[config.mk]
export PLATFORM = sky130hd
export DESIGN_NAME = i2c_status_slave
export DESIGN_NICKNAME = d
export VERILOG_FILES = /design/src/rtl/i2c_ss_pkg.sv /design/src/rtl/i2c_ss_lines.sv /design/src/rtl/i2c_ss_match.sv /design/src/rtl/i2c_status_slave.sv
export SDC_FILE = /design/constraint.sdc
export NUM_CORES = 1
export LEC_CHECK = 0
export ABC_AREA = 1
export ABC_CLOCK_PERIOD_IN_PS = 2500
export BUFFER_PORTS_ARGS = -buffer_cell sky130_fd_sc_hd__buf_2
export CELL_PAD_IN_SITES_DETAIL_PLACEMENT = 1
export CELL_PAD_IN_SITES_GLOBAL_PLACEMENT = 2
export CORE_UTILIZATION = 33
export DETAILED_ROUTE_END_ITERATION = 6
export GPL_ROUTABILITY_DRIVEN = 0
export PLACE_DENSITY = 0.93
export SYNTH_ARGS = -nofsm -noshare
export SYNTH_HDL_FRONTEND = slang
export SYNTH_HIERARCHICAL = 1
export SYNTH_SLANG_ARGS = --single-unit
[constraint.sdc]
create_clock -name clk -period 2.5 [get_ports clk]
set_input_delay 0.625 -clock clk [delete_from_list [all_inputs] [get_ports clk]]
set_output_delay 0.625 -clock clk [all_outputs]
set_load 0.1 [all_outputs]
[src/rtl/i2c_ss_pkg.sv]
// Shared types and state codes for the status-coded I2C slave engine.
// Codes are the upper five bits of the status byte; the low three read zero.
package i2c_ss_pkg;
    localparam int ADDR_W = 7;
    localparam int BYTE_W = 8;
    localparam int CODE_W = BYTE_W - 3;

    // Engine phase within a transfer
    typedef enum logic [2:0] {
        PH_IDLE, PH_ADDR, PH_AACK, PH_RXD, PH_RACK, PH_TXD, PH_TACK
    } phase_t;

    localparam logic [CODE_W-1:0] ST_NONE     = 5'h1F; // F8
    localparam logic [CODE_W-1:0] ST_W_ACK    = 5'h0C; // 60
    localparam logic [CODE_W-1:0] ST_GC_ACK   = 5'h0E; // 70
    localparam logic [CODE_W-1:0] ST_RX_ACK   = 5'h10; // 80
    localparam logic [CODE_W-1:0] ST_RX_NACK  = 5'h11; // 88
    localparam logic [CODE_W-1:0] ST_GRX_ACK  = 5'h12; // 90
    localparam logic [CODE_W-1:0] ST_GRX_NACK = 5'h13; // 98
    localparam logic [CODE_W-1:0] ST_STOP     = 5'h14; // A0
    localparam logic [CODE_W-1:0] ST_R_ACK    = 5'h15; // A8
    localparam logic [CODE_W-1:0] ST_TX_ACK   = 5'h17; // B8
    localparam logic [CODE_W-1:0] ST_TX_NACK  = 5'h18; // C0
    localparam logic [CODE_W-1:0] ST_TX_LAST  = 5'h19; // C8
endpackage

[src/rtl/i2c_ss_lines.sv]
// Line conditioner: synchronises SCL and SDA through STAGES flops and
// reports SCL edges plus START/STOP conditions as one-cycle pulses.
// Assumes the system clock is at least 20x the SCL rate.
module i2c_ss_lines #(
    parameter int STAGES = 2
) (
    input  logic clk,
    input  logic rst_n,
    input  logic scl_i,
    input  logic sda_i,
    output logic scl_s,
    output logic sda_s,
    output logic scl_rise,
    output logic scl_fall,
    output logic start_det,
    output logic stop_det
);
    localparam int LAST = STAGES - 1;

    logic [LAST:0] scl_sh, sda_sh;
    logic          scl_p, sda_p;

    // Synchroniser chains plus one history stage for edge detection
    always_ff @(posedge clk) begin
        if (!rst_n) begin
            scl_sh <= '1;
            sda_sh <= '1;
            scl_p  <= 1'b1;
            sda_p  <= 1'b1;
        end else begin
            scl_sh <= {scl_sh[LAST-1:0], scl_i};
            sda_sh <= {sda_sh[LAST-1:0], sda_i};
            scl_p  <= scl_sh[LAST];
            sda_p  <= sda_sh[LAST];
        end
    end

    assign scl_s     = scl_sh[LAST];
    assign sda_s     = sda_sh[LAST];
    assign scl_rise  = scl_s & ~scl_p;
    assign scl_fall  = ~scl_s & scl_p;
    assign start_det = scl_s & scl_p & sda_p & ~sda_s;
    assign stop_det  = scl_s & scl_p & ~sda_p & sda_s;
endmodule

[src/rtl/i2c_ss_match.sv]
// Address comparator: flags an own-address or general-call hit for the
// byte just shifted in, gated by the acknowledge-enable level.
module i2c_ss_match
    import i2c_ss_pkg::*;
(
    input  logic [BYTE_W-1:0] addr_byte,
    input  logic [ADDR_W-1:0] own_addr,
    input  logic              gc_en,
    input  logic              aa,
    output logic              own_hit,
    output logic              gc_hit
);
    // Pure compare; the R/W bit is bit 0 of the byte
    always_comb begin
        own_hit = aa && (addr_byte[BYTE_W-1:1] == own_addr);
        gc_hit  = aa && gc_en && (addr_byte == '0);
    end
endmodule

[src/rtl/i2c_status_slave.sv]
// Status-coded I2C slave engine (top). Walks the slave receive/transmit
// states, publishes a code per event, raises si and stretches SCL low
// until the host pulses si_clr. Assumes clk >= 20x SCL.
module i2c_status_slave
    import i2c_ss_pkg::*;
#(
    parameter int SYNC_STAGES = 2
) (
    input  logic              clk,
    input  logic              rst_n,
    input  logic              scl_i,
    input  logic              sda_i,
    output logic              scl_oe,
    output logic              sda_oe,
    input  logic [ADDR_W-1:0] own_addr,
    input  logic              gc_en,
    input  logic              aa,
    input  logic              si_clr,
    output logic              si,
    output logic [BYTE_W-1:0] status,
    output logic [BYTE_W-1:0] rx_byte,
    input  logic [BYTE_W-1:0] tx_byte
);
    localparam logic [3:0] BITS = 4'(BYTE_W);

    logic scl_s, sda_s, scl_rise, scl_fall, start_det, stop_det;
    logic own_hit, gc_hit;

    phase_t            phase;
    logic [3:0]        bit_cnt;
    logic [BYTE_W-1:0] rx_sh, tx_sh, rx_q;
    logic [CODE_W-1:0] code_q;
    logic si_q, sda_q, rw_q, gc_q, last_q, mack_q, acked_q, load_pend, clr_d;
    logic scl_hold_q;
    logic in_rx;

    i2c_ss_lines #(.STAGES(SYNC_STAGES)) u_lines (
        .clk(clk), .rst_n(rst_n), .scl_i(scl_i), .sda_i(sda_i),
        .scl_s(scl_s), .sda_s(sda_s), .scl_rise(scl_rise), .scl_fall(scl_fall),
        .start_det(start_det), .stop_det(stop_det)
    );

    i2c_ss_match u_match (
        .addr_byte(rx_sh), .own_addr(own_addr), .gc_en(gc_en), .aa(aa),
        .own_hit(own_hit), .gc_hit(gc_hit)
    );

    assign in_rx = (phase == PH_RXD) || (phase == PH_RACK);

    // Receive shifter: samples SDA on every SCL rise, addressed or not
    always_ff @(posedge clk) begin
        if (!rst_n) rx_sh <= '0;
        else if (scl_rise) rx_sh <= {rx_sh[BYTE_W-2:0], sda_s};
    end

    // Clock stretch: latch a hold once SCL is seen low while si is set
    always_ff @(posedge clk) begin
        if (!rst_n) scl_hold_q <= 1'b0;
        else        scl_hold_q <= si_q & (scl_hold_q | ~scl_s);
    end

    // Main engine: host clear actions, bus conditions, then per-phase bit work
    always_ff @(posedge clk) begin
        if (!rst_n) begin
            phase     <= PH_IDLE;
            bit_cnt   <= '0;
            tx_sh     <= '0;
            rx_q      <= '0;
            code_q    <= ST_NONE;
            si_q      <= 1'b0;
            sda_q     <= 1'b0;
            rw_q      <= 1'b0;
            gc_q      <= 1'b0;
            last_q    <= 1'b0;
            mack_q    <= 1'b0;
            acked_q   <= 1'b0;
            load_pend <= 1'b0;
            clr_d     <= 1'b0;
        end else begin
            clr_d <= 1'b0;
            if (clr_d) code_q <= ST_NONE;
            if (si_clr && si_q) begin
                si_q  <= 1'b0;
                clr_d <= 1'b1;
                if (load_pend) begin
                    tx_sh     <= tx_byte;
                    sda_q     <= ~tx_byte[BYTE_W-1];
                    last_q    <= ~aa;
                    bit_cnt   <= '0;
                    load_pend <= 1'b0;
                end
            end
            if (start_det) begin
                if (in_rx) begin si_q <= 1'b1; code_q <= ST_STOP; end
                phase     <= PH_ADDR;
                bit_cnt   <= '0;
                sda_q     <= 1'b0;
                load_pend <= 1'b0;
            end else if (stop_det) begin
                if (in_rx) begin si_q <= 1'b1; code_q <= ST_STOP; end
                phase     <= PH_IDLE;
                sda_q     <= 1'b0;
                load_pend <= 1'b0;
            end else begin
                case (phase)
                    PH_ADDR: begin
                        if (scl_rise) bit_cnt <= bit_cnt + 4'd1;
                        else if (scl_fall && bit_cnt == BITS) begin
                            if (own_hit || gc_hit) begin
                                sda_q <= 1'b1;
                                phase <= PH_AACK;
                                rw_q  <= rx_sh[0];
                                gc_q  <= ~own_hit;
                            end else begin
                                phase <= PH_IDLE;
                            end
                        end
                    end
                    PH_AACK: if (scl_fall) begin
                        sda_q   <= 1'b0;
                        bit_cnt <= '0;
                        si_q    <= 1'b1;
                        if (rw_q) begin
                            code_q    <= ST_R_ACK;
                            phase     <= PH_TXD;
                            load_pend <= 1'b1;
                        end else begin
                            code_q <= gc_q ? ST_GC_ACK : ST_W_ACK;
                            phase  <= PH_RXD;
                        end
                    end
                    PH_RXD: begin
                        if (scl_rise) bit_cnt <= bit_cnt + 4'd1;
                        else if (scl_fall && bit_cnt == BITS) begin
                            rx_q    <= rx_sh;
                            sda_q   <= aa;
                            acked_q <= aa;
                            phase   <= PH_RACK;
                        end
                    end
                    PH_RACK: if (scl_fall) begin
                        sda_q   <= 1'b0;
                        bit_cnt <= '0;
                        si_q    <= 1'b1;
                        if (acked_q) begin
                            code_q <= gc_q ? ST_GRX_ACK : ST_RX_ACK;
                            phase  <= PH_RXD;
                        end else begin
                            code_q <= gc_q ? ST_GRX_NACK : ST_RX_NACK;
                            phase  <= PH_IDLE;
                        end
                    end
                    PH_TXD: begin
                        if (scl_rise) bit_cnt <= bit_cnt + 4'd1;
                        else if (scl_fall && bit_cnt == BITS) begin
                            sda_q <= 1'b0;
                            phase <= PH_TACK;
                        end else if (scl_fall && bit_cnt != '0) begin
                            tx_sh <= {tx_sh[BYTE_W-2:0], 1'b0};
                            sda_q <= ~tx_sh[BYTE_W-2];
                        end
                    end
                    PH_TACK: begin
                        if (scl_rise) mack_q <= ~sda_s;
                        else if (scl_fall) begin
                            bit_cnt <= '0;
                            si_q    <= 1'b1;
                            if (!mack_q) begin
                                code_q <= ST_TX_NACK;
                                phase  <= PH_IDLE;
                            end else if (last_q) begin
                                code_q <= ST_TX_LAST;
                                phase  <= PH_IDLE;
                            end else begin
                                code_q    <= ST_TX_ACK;
                                phase     <= PH_TXD;
                                load_pend <= 1'b1;
                            end
                        end
                    end
                    default: ;
                endcase
            end
        end
    end

    assign scl_oe  = si_q & scl_hold_q;
    assign sda_oe  = sda_q;
    assign si      = si_q;
    assign status  = {code_q, 3'b000};
    assign rx_byte = rx_q;

    // a raised flag always comes with a real state code
    a_r3_entry_has_code: assert property (@(posedge clk) disable iff (!rst_n)
        $rose(si_q) |-> code_q != ST_NONE);
    // the flag is sticky until the host clears it
    a_r5_host_only_clear: assert property (@(posedge clk) disable iff (!rst_n)
        si_q && !si_clr |=> si_q);
    // the code is still present when the flag drops
    a_r13_code_outlives_si: assert property (@(posedge clk) disable iff (!rst_n)
        $fell(si_q) |-> code_q != ST_NONE);
    // stretching follows a low SCL seen while the flag was up
    a_r4_hold_in_low: assert property (@(posedge clk) disable iff (!rst_n)
        si_q && $past(si_q) && !$past(scl_s) |-> scl_oe);
    // a high SCL is never newly pulled low
    a_r4_high_untouched: assert property (@(posedge clk) disable iff (!rst_n)
        $past(scl_s) && !$past(scl_hold_q) |-> !scl_oe);
    // a not-addressed engine leaves SDA alone
    a_r9_idle_quiet: assert property (@(posedge clk) disable iff (!rst_n)
        phase == PH_IDLE && $past(phase == PH_IDLE) |-> !sda_oe);
    // a not-acknowledged byte drops the engine to not-addressed
    a_r8_nack_leaves: assert property (@(posedge clk) disable iff (!rst_n)
        $rose(si_q) && code_q == ST_RX_NACK |-> phase == PH_IDLE);
    // the master owns SDA in its acknowledge slot
    a_r11_master_ack_slot: assert property (@(posedge clk) disable iff (!rst_n)
        phase == PH_TACK |-> !sda_oe);
endmodule

## Word level (Yosys, flattened, before mapping)

Index checks and enable logic that the tools add are counted.
Widths: inputs -> output; s select.

| word-level totals | value |
|---|---|
| word-level logic and storage cells | 171 |
| register bits | 52 |
| bits of input ports | 22 |
| output and inout port bits | 19 |

| cells by class | value |
|---|---|
| reductions and logical operators | 22 |
| add/subtract/negate cells | 1 |
| multiplexer cells | 77 |
| bitwise gates (word level) | 22 |
| eq/ne operators | 28 |

Operator list:

| kind | number |
|---|---|
| $mux 8 | 8 |
| $mux 5 | 9 |
| $mux 3 | 13 |
| $ne 4x4->1 const B | 9 |
| $mux 4 | 8 |
| $mux 1 | 27 |
| $reduce_and 11->1 | 2 |
| $ne 2x2->1 const B | 9 |
| $pmux 3 s6 | 1 |
| $pmux 5 s3 | 1 |
| $mux 2 | 6 |
| $not 1->1 | 12 |
| $pmux 4 s3 | 1 |
| $and 1x1->1 | 9 |
| $eq 3x3->1 const B | 3 |
| $logic_not 8->1 | 1 |
| $reduce_bool 8->1 | 1 |
| $eq 7x7->1 | 1 |
| $eq 3x2->1 const B | 2 |
| $logic_and 1x1->1 | 6 |
| $reduce_and 6->1 | 1 |
| $reduce_bool 6->1 | 1 |
| $reduce_or 3->1 | 2 |
| $reduce_and 5->1 | 1 |
| 13 further kinds | 16 |

## Depth between registers and ports, before layout

Gate-level depths: netlist of the first run.

| logic depth | value |
|---|---|
| depth after elaboration | 9 |
| depth in mapped cells | 13 |
| gate-level depth less buffers | 13 |

## By module

Netlist of the first run, hierarchy kept.

By module, submodules not included:

| module | area each (µm²) | sequential area each (µm²) | cells an instance | times used |
|---|---|---|---|---|
| i2c_status_slave | 2516.2 | 900.9 | 373 | 1 |
| i2c_ss_lines | 198.9 | 120.1 | 27 | 1 |
| i2c_ss_match | 180.2 | 0.0 | 46 | 1 |

## Worst setup path before layout of the first run

Ideal clock, no wire load.

| path | value |
|---|---|
| path type | reg-to-output |
| from | register si_q, in the netlist si |
| to | output scl_oe |
| cell stages (with the launch flop) | 4 |
| slack | -13 ps |
| path buffers | 1 |
| required time | 1875 ps |
| arrival | 1888 ps |
| cell sequence | dfxtp_1 -> buf_2 -> nand2_1 -> inv_1 |

| between the ends | value |
|---|---|
| cells in the longest elaborated chain, start to end | 1 |

Ends and longest elaborated chain:

| element | line | text |
|---|---|---|
| start, declared | i2c_status_slave.sv:33 | `logic si_q, sda_q, rw_q, gc_q, last_q, mack_q, acked_q, load_pend, clr_d;` |
| start signal, assigned | i2c_status_slave.sv:70 | `si_q <= 1'b0;` |
| start signal, assigned | i2c_status_slave.sv:83 | `si_q <= 1'b0;` |
| start signal, assigned | i2c_status_slave.sv:94 | `if (in_rx) begin si_q <= 1'b1; code_q <= ST_STOP; end` |
| $and 1x1->1 | i2c_status_slave.sv:187 | `assign scl_oe = si_q & scl_hold_q;` |
| end, declared | i2c_status_slave.sv:13 | `output logic scl_oe,` |

No other way between the ends.

## Worst setup path after layout of the first run

Same ends and word-level chain as after synthesis.

==> results of run 1 <==
[flip-flops by register name (all words and copies together), names as in the netlist, 2 cells and up]
| signal | cells |
|---|---|
| bit_cnt | 4 |
| code_q | 5 |
| phase | 3 |
| rx_byte | 8 |
| rx_sh | 8 |
| tx_sh | 7 |
| u_lines/scl_sh | 2 |
| u_lines/sda_sh | 2 |
[metrics by stage]
stage	setup WS (ns)	instances	instance area (sq um)	hold slack [ns]
floorplan	0.322	448	2900	0.380
global placement	0.684	576	3120	0.382
detailed placement	0.572	576	3120	0.394
CTS	0.563	584	3220	0.423
global route	0.353	584	3220	0.430
finish	0.577	584	3220	0.417
[metal layers]
metal	part of all wire (%)	vias to the layer above
met1	50	1387
met2	46	35
met5	0	-
met4	1.2	0
li1	-	1483
met3	2.4	8
[cells by family after synthesis]
logic type               Yosys count  synth area share [%]
AND/OR/NAND/NOR                  241                  37.3
buffers and inverters             76                  12.3
AO/OA/AOI/OAI                     75                  14.2
flip-flops                        51                  35.3
adder cells (fa/ha/maj)            2                 0.864
other                              1                 0.130
[where the power goes]
part / internal, mW / total (mW) / switching, mW / leakage (nW)
clock network: 0.207 / 0.521 / 0.314 / 0.0491
logic: 0.211 / 0.817 / 0.606 / 1.21
registers: 0.864 / 0.936 / 0.0712 / 0.414
total: 1.28 / 2.27 / 0.991 / 1.67
[worst register-to-register path, stage by stage, from the launching register on]
cell     delay (ns)
dfxtp_1        0.37
inv_1          0.09
nor2_1         0.06
inv_2          0.26
nand2_4        0.13
inv_2          0.13
o21ai_2        0.07
nor2_1         0.12
nand3_2        0.27
nand2_1        0.15
nand2_1        0.06
a21oi_1        0.13
[final timing paths]
path                startpoint                 to  slack [ns]  cells after the start
max                         si             scl_oe        0.58                      3
min          u_lines/sda_sh[0]  u_lines/sda_sh[1]        0.42                      2
max reg2reg  u_lines/scl_sh[1]           tx_sh[1]        0.60                     11
min reg2reg  u_lines/sda_sh[0]  u_lines/sda_sh[1]        0.42                      2
[synth_stat cells, types with 4 or more instances]
cell / count / area, sq um
o21ai_0: 30 / 150
nand3_2: 7 / 70.1
inv_1: 46 / 173
a21oi_1: 24 / 120
inv_2: 10 / 37.5
nand2_1: 113 / 424
buf_2: 4 / 20.0
o21ai_1: 9 / 45.0
buf_6: 5 / 56.3
nor2_2: 5 / 31.3
nand4_1: 9 / 56.3
dfxtp_1: 51 / 1020
nand3_1: 25 / 125
buf_4: 5 / 37.5
o211ai_1: 4 / 30.0
nor2_1: 68 / 255
[final cells by class]
class / instances / area share (%)
multi-input cells: 321 / 47.5
flip-flops and latches: 51 / 31.8
clock inverters: 3 / 0.817
well taps: 105 / 4.09
inverters: 58 / 7.00
clock buffers: 5 / 2.14
repair buffers: 41 / 6.69
==> impl_metrics.tcl, run 1 <==
set metrics [dict create \
    status "completed" \
    chipWidth_um 95.7 \
    yosysUniqueCellTypes 37 \
    cp_num_buf_inv 2 \
    synth_edf_count 0 \
    grt_overflow 0 \
    async_flop_share_pct 0 \
    hpwl_mm 6.26 \
    ant_nets 0 \
    clk_path_buf_depth 2 \
    synth_seq_area_share_pct 35.3 \
    grtUsageMet2_pct 32.6 \
    max_stage_delay_ns 0.45 \
    use_met1_pct 26.8 \
    drc 0 \
    worstPathMaxFanout 10 \
    cts_hold_buf 0 \
    critPathCaptureType "output port" \
    final_common_cell "nand2_1" \
    post_cts_resize_count 0 \
    top_usage_layer "met2" \
    antenna_found_initial 0 \
    syn_avg_cell_area_sq_um 6.49 \
    insertion_delay_ns 0.32 \
    worstPathRequired_ns 1.88 \
    grt_usage_pct 19.7 \
    coreArea_sq_um 8340 \
    critPathSlowestCell "dfxtp_2" \
    synth_area_sq_um 2900 \
    multi_input_area_sq_um 1530 \
    ff_latch_area_sq_um 1020 \
    path_clk_slew_ns 0.11 \
    grt_pass1_vias 2898 \
    area_delta_synth_final_pct 11.1 \
    drt-total-wl_mm 8.29 \
    cts_max_level 2 \
    n_fill_cell 1142 \
    layout-drive-gt1-share_pct 18.2 \
    io_buffers 37 \
    peakVddDrop_v 0.000236 \
    rows 33 \
    yosys_register_bits 51 \
    ios 41 \
    layout_common_cells "nand2_1, nor2_1, dfxtp_1" \
    yosysWarnings 6 \
    wl_per_cell_um 14.2 \
    synth_ff_type "dfxtp_1" \
    rsz0062_at_grt "no" \
    layout_min_cycle_time_ns 1.92 \
    drt_iter0_markers 134 \
    grt_first_pass_wirelength_mm 14.0 \
    crit_type "flop to output port" \
    post_cts.repair.setup_buffers 0 \
    setup_violations 0 \
    cp_cell_sequence "nand2_1 -> inv_1 -> buf_2" \
    grt_max_degree 38 \
    total_power_mw 2.27 \
    startpoint_type "flop" \
    netlist_instances 446 \
    max_cap_viol_count 0 \
    antenna_cells 0 \
    crit_arrival_ns 1.30 \
    use_met3_pct 3.03 \
    slew_violations 0 \
    layout.nets 502 \
    finalCoreUtilization_pct 38.6 \
    viasPerCell 4.99 \
    fin_tns_setup_ns 0 \
    cts-root-buf "clkbuf_8" \
    p_leak_nw 1.67 \
    max_freq_mhz 520 \
    fin_crit_sh_pct 76.9 \
    hold_path_class "flop to flop" \
    cts_tree "done" \
    hold_viol_final 0 \
    num_vias 2913 \
    dieArea_sq_um 9150 \
    die_y_um 95.7 \
    dr.pass1.iters 4 \
    cts.sinks 51 \
    p_per_area_nw_per_um2 707 \
    skew_ns 0.00977 \
    critPathTopFamily "buffers and inverters" \
    cts-buffers-inserted 5 \
    start_util_pct 34.7 \
]
No activity file was read; power rests on OpenSTA's default activity.
==> run 2, diff against run 1 <==
- ABC_AREA: 1 -> 0
- ABC_CLOCK_PERIOD_IN_PS: 2500 -> 1800
- CORE_UTILIZATION: 33 -> 34
- PLACE_DENSITY: 0.93 -> 0.88
- clock period: 2.5 -> 1.8 ns (I/O delays scaled with it)
==> run 2 against run 1 <==
Net effect: the run now ends with negative setup slack left; count of clock-buffer cells in the layout unchanged; clock skew is 0.0011 ns lower; routed wire length grew 1.4%; register-to-register slack worse by 0.63 ns; total power fell by 6.3%; non-clock buffer count up 43; area after synthesis is 4.5% lower; synthesized cell count decreased by 27%; sequential share of layout area shrank 2.5 points; design area is 9.8% higher; critical endpoint is now sda_oe; largest cell class unchanged.
==> impl_metrics.tcl, run 2 <==
set metrics [dict create \
    status "finished, violations left" \
    violations "negative setup slack" \
    netlist_instances 327 \
    instances_no_fill 500 \
    yosysUniqueCellTypes 54 \
    pre_cts_slack_ns -0.0507 \
    r2r-start "rx_sh[1]" \
    yosysMostFrequentCell "dfxtp_1" \
    chipWidth_um 92.2 \
    wl_per_cell_um 16.8 \
    crit_start "rx_sh[1]" \
    n_fill_cell 975 \
    layout.nets 421 \
    grt_usage_pct 20.6 \
    dr.pass1.iters 4 \
    skew_ns 0.00865 \
    cts_tree "done" \
    layout_setup_ws_ns -0.0313 \
    path_clk_slew_ns 0.11 \
    synth_edf_count 0 \
    antenna_cells 0 \
    cts_hold_buf 0 \
    peakVddDrop_v 0.000337 \
    critPathCaptureType "flop" \
    p_per_area_nw_per_um2 604 \
    holdWs_ns 0.313 \
    drt-total-wl_mm 8.41 \
    max_freq_mhz 546 \
    fin_crit_sh_pct 102 \
    insertion_delay_ns 0.32 \
    cts-buffers-inserted 5 \
    p_clk_share_pct 33.3 \
    yosysWarnings 6 \
    dieArea_sq_um 8490 \
    drc 0 \
    power_frac_comb_pct 12.6 \
    layout_min_cycle_time_ns 1.83 \
    rsz0062_at_grt "yes" \
    synth_seq_area_share_pct 36.9 \
    antenna_found_initial 0 \
    grt_pass1_vias 2711 \
    clk_path_buf_depth 2 \
    multi_input_area_sq_um 1670 \
    num_vias 2696 \
    hold_viol_final 0 \
    coreArea_sq_um 7810 \
    crit_arrival_ns 2.10 \
    syn_avg_cell_area_sq_um 8.45 \
    startpoint_type "flop" \
    synth_common_cells "dfxtp_1, nand2_1, nand3_1, o21ai_0" \
    grt_overflow 0 \
    cts.sinks 51 \
    cts-root-buf "clkbuf_8" \
    power.internal_mw 1.52 \
    worstPathRequired_ns 2.07 \
    yosys_register_bits 51 \
    yosysTopAreaCellShare_pct 36.9 \
    area_delta_synth_final_pct 27.7 \
    power.switching_mw 0.607 \
    power_frac_seq_pct 54.1 \
    cts_max_level 2 \
    worstPathMaxFanout 2 \
    viasPerCell 5.39 \
    synth_ff_type "dfxtp_1" \
    hold_path_startpoint "sda_i" \
    grt_first_pass_wirelength_mm 13.6 \
    ff_latch_area_sq_um 1030 \
    die_y_um 92.2 \
    setup_violations 1 \
    start_util_pct 35.4 \
    layout-drive-gt1-share_pct 29.9 \
    ant_nets 0 \
    io_buffers 37 \
    max_cap_viol_count 0 \
    grt_max_degree 48 \
    synth.largest_area_cell "dfxtp_1" \
    drt_iter0_markers 112 \
    synth_area_sq_um 2760 \
    dp.cells 487 \
    switching_share_pct 28.5 \
    ios 41 \
    slew_violations 0 \
    finalCoreUtilization_pct 45.2 \
    hpwl_mm 6.22 \
    rows 32 \
    hold_path_class "input pin to flop" \
    p_leak_nw 1.43 \
    ys_top_cells_by_area "dfxtp_1, mux2i_1, nand2_1" \
    layout_common_cells "dfxtp_1, buf_4, buf_2" \
    async_flop_share_pct 0 \
    crit_type "flop to flop" \
]
## run 2: changes by cell type after synthesis, moves of 11 or more
cell / delta
mux2i_1: +18
nand2b_1: +12
nor2b_1: +18
a21oi_1: -13
nor2_1: -50
inv_1: -39
nand2_1: -79
o21ai_0: -11
## run 2: repair_timing
item / 4_1_cts / 5_1_grt
endpoints found under the setup margin: 11 / 31
buffers inserted: 0 / 4
resized for setup: 7 / 15
gates cloned: 0 / 1
pin swaps: 1 / 4
## run 2: power groups by stage
stage	Combinational (mW)	Sequential (mW)	Clock, mW
finish	0.267	1.15	0.711
global route	0.287	1.16	0.772
CTS	0.254	1.15	0.734
detailed placement	0.250	1.18	0
global placement	0.245	1.18	0
floorplan	0.140	1.20	0
## run 2: final timing paths
path / to / slack [ns] / cells after the start
worst min register to register: u_lines/sda_sh[1] / 0.42 / 1
worst max register to register: sda_oe / -0.03 / 6
worst min-delay path: u_lines/sda_sh[0] / 0.31 / 2
worst max-delay path: sda_oe / -0.03 / 6
## run 2: metal layers
layer  share of wire [%]  vias up  GRT usage, %
met4                 2.5        0          6.77
li1                    -     1307             -
met3                 3.0       16          3.98
met5                   0        -             0
met1                  44     1324          25.5
met2                  50       49          35.6
## run 2: cell families after synthesis
family,after synthesis,synth area share [%]
AO/OA/AOI/OAI,73,18.1
other,1,0.136
AND/OR/NAND/NOR,143,29.0
multiplexers,19,6.93
flip-flops,51,36.9
buffers and inverters,30,5.43
XOR/XNOR,8,2.54
adder cells (fa/ha/maj),2,0.905
## run 2: cell type report
type	instances	area share, %
multi-input cells	248	47.3
flip-flops and latches	51	29.3
repair buffers	84	16.4
well taps	102	3.62
clock buffers	5	1.95
inverters	7	0.744
clock inverters	3	0.638
## run 2: metrics by stage
stage	setup TNS, ns	power, mW	instance area (sq um)
floorplan	0	1.34	2780
global placement	0	1.42	3310
detailed placement	-0.138	1.43	3310
CTS	-0.0326	2.14	3430
global route	-0.211	2.21	3530
finish	-0.0313	2.13	3530
## run 2: critical path, cell delays in order, from the launching register on
cell and delay [ns]:
dfxtp_2 0.34, or4_4 0.54, nor4_4 0.16, nor2_2 0.09, a211o_1 0.31, o32ai_2 0.19, a22o_1 0.17
==> run 3, diff against run 2 <==
- CORE_UTILIZATION: 34 -> 33
- PLACE_DENSITY: 0.88 -> 0.89
- SKIP_CTS_REPAIR_TIMING: not set -> 1
- SYNTH_HIERARCHICAL: 1 -> not set
==> run 3 against run 2 <==
Net effect: the run still ends with negative setup slack left; clock power is 17% higher; count of clock-buffer cells in the layout rose by 1; global-route usage is 2.2 points lower; sequential share of layout area grew 3.7 points; synthesized cell count decreased by 2.8%; hold slack worse by 0.0017 ns; critical path depth increased by 1; combinational power fell by 13%; design area shrank 12%; non-clock buffer count shrank 21; core utilization fell by 2.8 points; sequential power barely moved; highest routed layer unchanged.
==> impl_metrics.tcl, run 3 <==
set metrics [dict create \
    drc 0 \
    cts_tree "done" \
    cts-buffers-inserted 5 \
    insertion_delay_ns 0.31 \
    use_met1_pct 24.1 \
    yosysUniqueCellTypes 49 \
    chipWidth_um 89.8 \
    fin_tns_setup_ns -0.0158 \
    grt_pass1_vias 2423 \
    violations "negative setup slack" \
    worstPathRequired_ns 2.04 \
    dr.pass1.iters 4 \
    synth_common_cells "dfxtp_1, nand2_1, nor2_1" \
    antenna_cells 0 \
    layout-drive-gt1-share_pct 23.4 \
    grt_overflow 0 \
    async_flop_share_pct 0 \
    rr_worst_depth 7 \
    ys_top_cells_by_area "dfxtp_1, nand2_1, nor2_1" \
    critPathCaptureType "flop" \
    peakVddDrop_v 0.000280 \
    rows 31 \
    synth_area_sq_um 2540 \
    max_stage_delay_ns 0.41 \
    grt_first_pass_wirelength_mm 11.9 \
    start_util_pct 34.7 \
    ios 41 \
    grtUsageMet2_pct 30.6 \
    critPathSlowestCell "or3_4" \
    hold_path_class "input pin to flop" \
    yosysTopAreaCellShare_pct 40.2 \
    syn_avg_cell_area_sq_um 8.00 \
    synth_edf_count 0 \
    placed_cell_area_sq_um 2940 \
    ant_nets 0 \
    worstPathMaxFanout 4 \
    num_vias 2469 \
    layout_common_cells "nand2_1, dfxtp_1, nor2_1, buf_2, buf_4" \
    cts_max_level 2 \
    top_usage_layer "met2" \
    area_delta_synth_final_pct 22.3 \
    die_y_um 89.8 \
    skew_ns 0.0106 \
    cts.sinks 51 \
    layout.nets 395 \
    cp_cell_sequence "inv_1 -> ha_2 -> nor2b_4 -> a31oi_1 -> or3_4 -> or3_4 -> a21oi_2" \
    io_buffers 37 \
    status "finished, violations left" \
    rsz0062_at_grt "yes" \
    hold_viol_final 0 \
    netlist_instances 318 \
    antenna_found_initial 0 \
    layout_min_cycle_time_ns 1.82 \
    grt_max_degree 28 \
    cts-root-buf "clkbuf_8" \
    design_area_sq_um 3110 \
    max_freq_mhz 551 \
    drt_iter0_markers 138 \
    dieArea_sq_um 8060 \
    drt-total-wl_mm 7.32 \
    yosysWarnings 0 \
    path_common_cell "or3_4" \
    synth_seq_area_share_pct 40.2 \
    synth_ff_type "dfxtp_1" \
    layout_setup_ws_ns -0.0158 \
    slew_violations 0 \
    n_fill_cell 930 \
    hpwl_mm 5.39 \
    coreArea_sq_um 7330 \
    final_common_cell "nand2_1" \
    holdPathStages 2 \
    crit_arrival_ns 2.06 \
    p_leak_nw 1.30 \
    clk_path_buf_depth 2 \
    crit_type "flop to flop" \
    viasPerCell 5.24 \
    setup_violations 1 \
    max_cap_viol_count 0 \
    wl_per_cell_um 15.5 \
    yosysMostFrequentCell "dfxtp_1" \
    path_clk_slew_ns 0.10 \
    startpoint_type "flop" \
    dp.cells 461 \
    yosys_register_bits 51 \
    synth.largest_area_cell "dfxtp_1" \
    use_met3_pct 3.21 \
    p_per_area_nw_per_um2 712 \
    instances_no_fill 471 \
    fin_crit_sh_pct 101 \
    grt_usage_pct 18.4 \
]
==> run 3: cell types whose count changed in the layout (fill, tap and decap cells not counted), moves of 6 or more <==
cell | before | now
nor2_1 | 15 | 37
nand3_1 | 19 | 6
nand2_1 | 34 | 50
buf_4 | 44 | 26
o21ai_0 | 18 | 12
nor2b_1 | 17 | 6
o211a_1 | 6 | 0
mux2i_1 | 18 | 11
a21oi_1 | 11 | 21
==> run 3: per-stage QoR <==
step           total power, mW  worst slack (ns)  utilization (%)  hold slack, ns
2_1_floorplan             1.33            0.0803                -           0.386
6_report                  2.21           -0.0158             42.4           0.312
4_1_cts                   2.23           -0.0253             41.7           0.302
5_1_grt                   2.29            -0.105             42.4           0.317
3_3_place_gp              1.40            0.0968             40.1           0.389
3_5_place_dp              1.40            0.0296             40.1           0.396
==> run 3: per-layer routing <==
| layer | part of all wire (%) | up-vias |
|---|---|---|
| met5 | 0 | - |
| met4 | 1.1 | 0 |
| met1 | 47 | 1196 |
| li1 | - | 1229 |
| met2 | 49 | 37 |
| met3 | 2.6 | 7 |
==> run 3: logic make-up (layout without fill, tap and decap cells) <==
group                    after synthesis  after routing  share of synthesized area (%)
XOR/XNOR                               8              8                           2.76
multiplexers                          11             11                           4.33
AND/OR/NAND/NOR                      135            135                           25.0
adder cells (fa/ha/maj)                2              2                          0.984
AO/OA/AOI/OAI                         81             81                           21.3
buffers and inverters                 29             81                           5.36
other                                  1              3                          0.147
flip-flops                            51             51                           40.2
==> run 3: path summary, 6_finish.rpt <==
kind	startpoint	to	slack, ns
max	bit_cnt[0]	phase[2]	-0.02
min reg2reg	u_lines.scl_sh[0]	u_lines.scl_sh[1]	0.42
max reg2reg	bit_cnt[0]	phase[2]	-0.02
min	scl_i	u_lines.scl_sh[0]	0.31
==> run 3: final cells by class <==
| cell class | count | area, sq um | area share (%) |
|---|---|---|---|
| clock buffer | 6 | 82.6 | 2.66 |
| tap | 99 | 124 | 3.98 |
| sequential | 51 | 1030 | 33.0 |
| clock inverter | 2 | 35.0 | 1.13 |
| timing repair buffer | 63 | 380 | 12.2 |
| multi-input combinational | 240 | 1420 | 45.8 |
| inverter | 10 | 37.5 | 1.21 |
==> run 3: critical path, delay by kind of cell (launching register included) <==
| kind | cells | cell delay, ns |
|---|---|---|
| AND/OR/NAND/NOR | 3 | 0.99 |
| flip-flops | 1 | 0.32 |
| AO/OA/AOI/OAI | 2 | 0.21 |
| adder cells (fa/ha/maj) | 1 | 0.17 |
| buffers and inverters | 1 | 0.06 |
==> run 3: report_power, final <==
group,switching (mW),internal (mW),leakage (nW),total (mW)
combinational,0.154,0.0768,0.828,0.231
clock,0.379,0.450,0.0612,0.830
sequential,0.0117,1.14,0.414,1.15
total,0.546,1.67,1.30,2.21
